**src/rtl/rc_cap_meter.sv**
```systemverilog
module rc_cap_meter #(
  parameter int PRESCALE = 1,
  parameter int CNT_W    = 8
) (
  input  logic             clk,
  input  logic             rst_n,
  input  logic             thresh_in,
  input  logic             empty_in,
  output logic [CNT_W-1:0] result,
  output logic             done,
  output logic             overflow,
  output logic             early_err
);
  localparam int PW = (PRESCALE > 1) ? $clog2(PRESCALE) : 1;
  localparam logic [CNT_W-1:0] CMAX = {CNT_W{1'b1}};

  typedef enum logic [1:0] {S_IDLE, S_ARMED, S_COUNT, S_DONE} st_t;
  st_t st;

  logic [1:0] thr_sync, emp_sync;
  logic thr_s, emp_s;
  logic [PW-1:0] pre;
  logic tick, arm_go, adv;

  always_ff @(posedge clk) begin
    if (!rst_n) begin
      thr_sync <= '0;
      emp_sync <= '0;
    end else begin
      thr_sync <= {thr_sync[0], thresh_in};
      emp_sync <= {emp_sync[0], empty_in};
    end
  end

  assign thr_s  = thr_sync[1];
  assign emp_s  = emp_sync[1];
  assign tick   = (pre == PW'(PRESCALE - 1));
  assign arm_go = (st == S_IDLE || st == S_DONE) && emp_s;
  assign adv    = !thr_s && ((st == S_COUNT) || (st == S_ARMED && !emp_s));

  always_ff @(posedge clk) begin
    if (!rst_n) begin
      st        <= S_IDLE;
      early_err <= 1'b0;
    end else begin
      case (st)
        S_IDLE:  if (emp_s) st <= S_ARMED;
        S_ARMED: if (!emp_s) begin
                   if (thr_s) begin
                     st        <= S_DONE;
                     early_err <= 1'b1;
                   end else begin
                     st <= S_COUNT;
                   end
                 end
        S_COUNT: if (thr_s) st <= S_DONE;
        S_DONE:  if (emp_s) begin
                   st        <= S_ARMED;
                   early_err <= 1'b0;
                 end
        default: st <= S_IDLE;
      endcase
    end
  end

  always_ff @(posedge clk) begin
    if (!rst_n || arm_go || (st == S_ARMED && emp_s)) begin
      pre <= '0;
      if (!rst_n || arm_go) begin
        result   <= '0;
        overflow <= 1'b0;
      end
    end else if (adv) begin
      pre <= tick ? '0 : pre + 1'b1;
      if (tick) begin
        if (result == CMAX) overflow <= 1'b1;
        else                result   <= result + 1'b1;
      end
    end
  end

  assign done = (st == S_DONE);

  a_r4_done_holds: assert property (@(posedge clk) disable iff (!rst_n)
    (done && !emp_s) |=> (done && $stable(result)));

  a_r5_no_wrap: assert property (@(posedge clk) disable iff (!rst_n)
    (st == S_COUNT) |=> (result >= $past(result)));

  a_r5_ovf_full: assert property (@(posedge clk) disable iff (!rst_n)
    overflow |-> (result == CMAX));

  a_r6_err_zero: assert property (@(posedge clk) disable iff (!rst_n)
    early_err |-> (result == '0 && done));

  a_r2_armed_clear: assert property (@(posedge clk) disable iff (!rst_n)
    (st == S_ARMED) |-> (result == '0 && !overflow && !early_err && !done));

  a_r8_idle_quiet: assert property (@(posedge clk) disable iff (!rst_n)
    (st == S_IDLE) |-> (!done && result == '0));
endmodule

```
**config.mk**
```make
export PLATFORM = sky130hd
export DESIGN_NAME = rc_cap_meter
export DESIGN_NICKNAME = d
export VERILOG_FILES = /design/src/rtl/rc_cap_meter.sv
export SDC_FILE = /design/constraint.sdc
export NUM_CORES = 1
export LEC_CHECK = 0
export ABC_CLOCK_PERIOD_IN_PS = 5750
export BUFFER_PORTS_ARGS = -buffer_cell sky130_fd_sc_hd__buf_2
export CAP_MARGIN = 25
export CORE_AREA = 10 10 65 51
export CTS_CLUSTER_DIAMETER = 50
export DETAILED_ROUTE_END_ITERATION = 8
export DIE_AREA = 0 0 75 61
export PLACE_DENSITY = 0.65
export SETUP_SLACK_MARGIN = 0.2
export SYNTH_ARGS = -nofsm -noshare
export SYNTH_HDL_FRONTEND = slang
export SYNTH_SLANG_ARGS = --single-unit
```
**constraint.sdc**
```tcl
create_clock -name clk -period 5.75 [get_ports clk]
set_input_delay 0.575 -clock clk [delete_from_list [all_inputs] [get_ports clk]]
set_output_delay 0.575 -clock clk [all_outputs]
set_load 0.02 [all_outputs]
```
==> impl_metrics.ini <==
[global_route]
overflow = 0
grt_use_total_pct = 7.67
antenna_found_initial = 0
grt_max_degree = 11
grt_pass1_wl_mm = 2.71
grt_pass1_vias = 575

[synthesis]
synth_warnings = 0
yosysTopAreaCellShare_pct = 33.3
netlist_area_um2 = 811
synth_ff_type = edfxtp_1
synth_nets = 84
yosysSeqAreaShare_pct = 50.6
yosysTopAreaCell = edfxtp_1
ys_async_sr_fraction_pct = 0
ys_seq_elements = 16
netlist_top_cells_area = edfxtp_1 (33%), dfxtp_1 (17%), ha_1 (6.2%)
synth_cell_types = 32
avgSynthCellArea_um2 = 10.7
synth-edff-count = 9
syn_inst = 76

[floorplan]
die_y_um = 61
io_pins = 15
die-area_um2 = 4580
die_x_um = 75
fp-row-count = 14
core_area_um2 = 2080
start_util_pct = 38.9

[clock_network]
clkLatencyLatePin_ns = 0.28
h-tree-depth = 1
cts_tree = yes
cts_buffers = 3
holdBufCountCts = 0
clk_pin_slew_ns = 0.09
cts.sinks = 16
post-cts-setup-buffers = 0
cts_resized = 0
cts_buffer_depth = 2
cts-root-buf = clkbuf_4

[critical_path]
critical_path.top_delay_family = compound AO/OA/AOI/OAI gates
crit_type = flop to flop
cp.arrival_ns = 2.36
critPathMaxStageDelay_ns = 0.92
worstPathCellList = inv_1, ha_1, o21ai_2, nand2_2, o41ai_2
cp-start-kind = flop
path_max_fanout = 9
worst_ep_required_time_ns = 5.66
r2r_setup_slack_ns = 3.30
end_kind = flop
cp_num_buf_inv = 1
crit_slowest_cell = o41ai_2

[timing]
finalClockSkew_ns = 0.00708
hold_viol_final = 0
slew_viol_final = 0
rsz0062_at_grt = no
worst_pin_slew_ns = 0.983
finalSetupViolCount = 0
period_minus_slack_ns = 2.45
fmax_mhz = 409
slew_headroom_pct = 33.8
setup_tns_ns = 0
finalCritPeriodShare_pct = 42.6

[job]
drv_cap = 0

[cells_and_area]
layout-drive-gt1-share_pct = 25.0
area_delta_synth_final_pct = 14.8
layoutNonFillerInstCount = 116
final_common_cell = buf_2
final_nets = 101
diodes = 0
layout_common_cells = buf_2 (14), edfxtp_1 (9), nor2_1 (7), dfxtp_1 (7), inv_1 (6)

[hold_path]
hold_path.class = flop to flop

[routing]
drt_iter0_markers = 46
wl_mm = 1.57
wl_per_cell_um = 13.5
routed_via_density = 5.17
antenna_left = 0
vias = 600
dr.pass1.iters = 4
post-route-drc-count = 0

[pwr]
p_leak_uw = 0.000378
max-vdd-ir-drop_mv = 0.154
powerDensity_nw_per_um2 = 431

[placement]
placed_cells = 112
routabilityCongestion = 0.805
dp_hpwl_mm = 1.21
portBuffers = 14

[outcome]
status = finished clean
flip-flops by register name, indices dropped and copies added (netlist names):
register / flops
early_err: 1
overflow: 1
st: 2
emp_sync: 2
thr_sync: 2
result: 8
worst register-to-register path, cell delays in order (launching register included):
cell and delay, ns:
dfxtp_1 0.39, inv_1 0.08, ha_1 0.38, o21ai_2 0.17, nand2_2 0.15, o41ai_2 0.92
report_power, final:
group | internal [uW] | switching [uW]
clock | 38.5 | 34.4
sequential | 153 | 27.1
combinational | 58.9 | 89.2
total | 250 | 151
cells in the mapped netlist (2+ instances only):
cell type and number:
edfxtp_1 9, dfxtp_1 7, nor2_1 7, inv_1 6, a21oi_1 5, and2_1 4, ha_1 4, o21ai_0 4
or3_1 3, nand2_1 2, nand3_1 2, nand4_1 2, xor2_1 2
per-stage QoR:
step	total power [uW]	utilization (%)	cell area (um^2)	hold WS (ns)	setup WS [ns]
2_1_floorplan	294	-	811	0.412	3.65
3_3_place_gp	326	42.9	895	0.416	3.43
3_5_place_dp	332	42.9	895	0.417	3.29
4_1_cts	407	44.7	931	0.440	3.27
5_1_grt	433	44.7	931	0.458	3.07
6_report	401	44.7	931	0.437	3.30
area by class of cell:
cell class | count | area (um^2)
clock buffer | 4 | 36.3
fill | 207 | 1150
inverter | 6 | 22.5
multi-input combinational | 52 | 362
sequential | 16 | 410
tap | 24 | 30.0
timing repair buffer | 14 | 70.1
worst paths after layout:
path,end,startpoint,cells past startpoint
setup / recovery,result[1]$_SDFFCE_PP0P_,st[0]$_SDFFE_PN0P_,5
hold / removal,thr_sync[1]$_SDFF_PN0_,thr_sync[0]$_SDFF_PN0_,1
setup reg to reg,result[1]$_SDFFCE_PP0P_,st[0]$_SDFFE_PN0P_,5
hold reg to reg,thr_sync[1]$_SDFF_PN0_,thr_sync[0]$_SDFF_PN0_,1
per-layer routing:
metal / GRT usage, % / routed length, um
met1: 9.56 / 783
met2: 11.3 / 684
met3: 3.75 / 88
met4: 2.42 / 11
met5: 0 / 0
cell families (layout without fill, tap and decap cells):
kind of cell / count (synthesis) / in the layout / synth area share, %
flip-flops: 16 / 16 / 50.6
AND/OR/NAND/NOR: 26 / 26 / 17.7
adder cells (fa/ha/maj): 4 / 4 / 6.17
XOR/XNOR: 3 / 3 / 3.24
AO/OA/AOI/OAI: 18 / 18 / 16.2
buffers and inverters: 8 / 24 / 4.78
multiplexers: 1 / 1 / 1.23
Note: power is estimated with default switching activity, not from simulation.
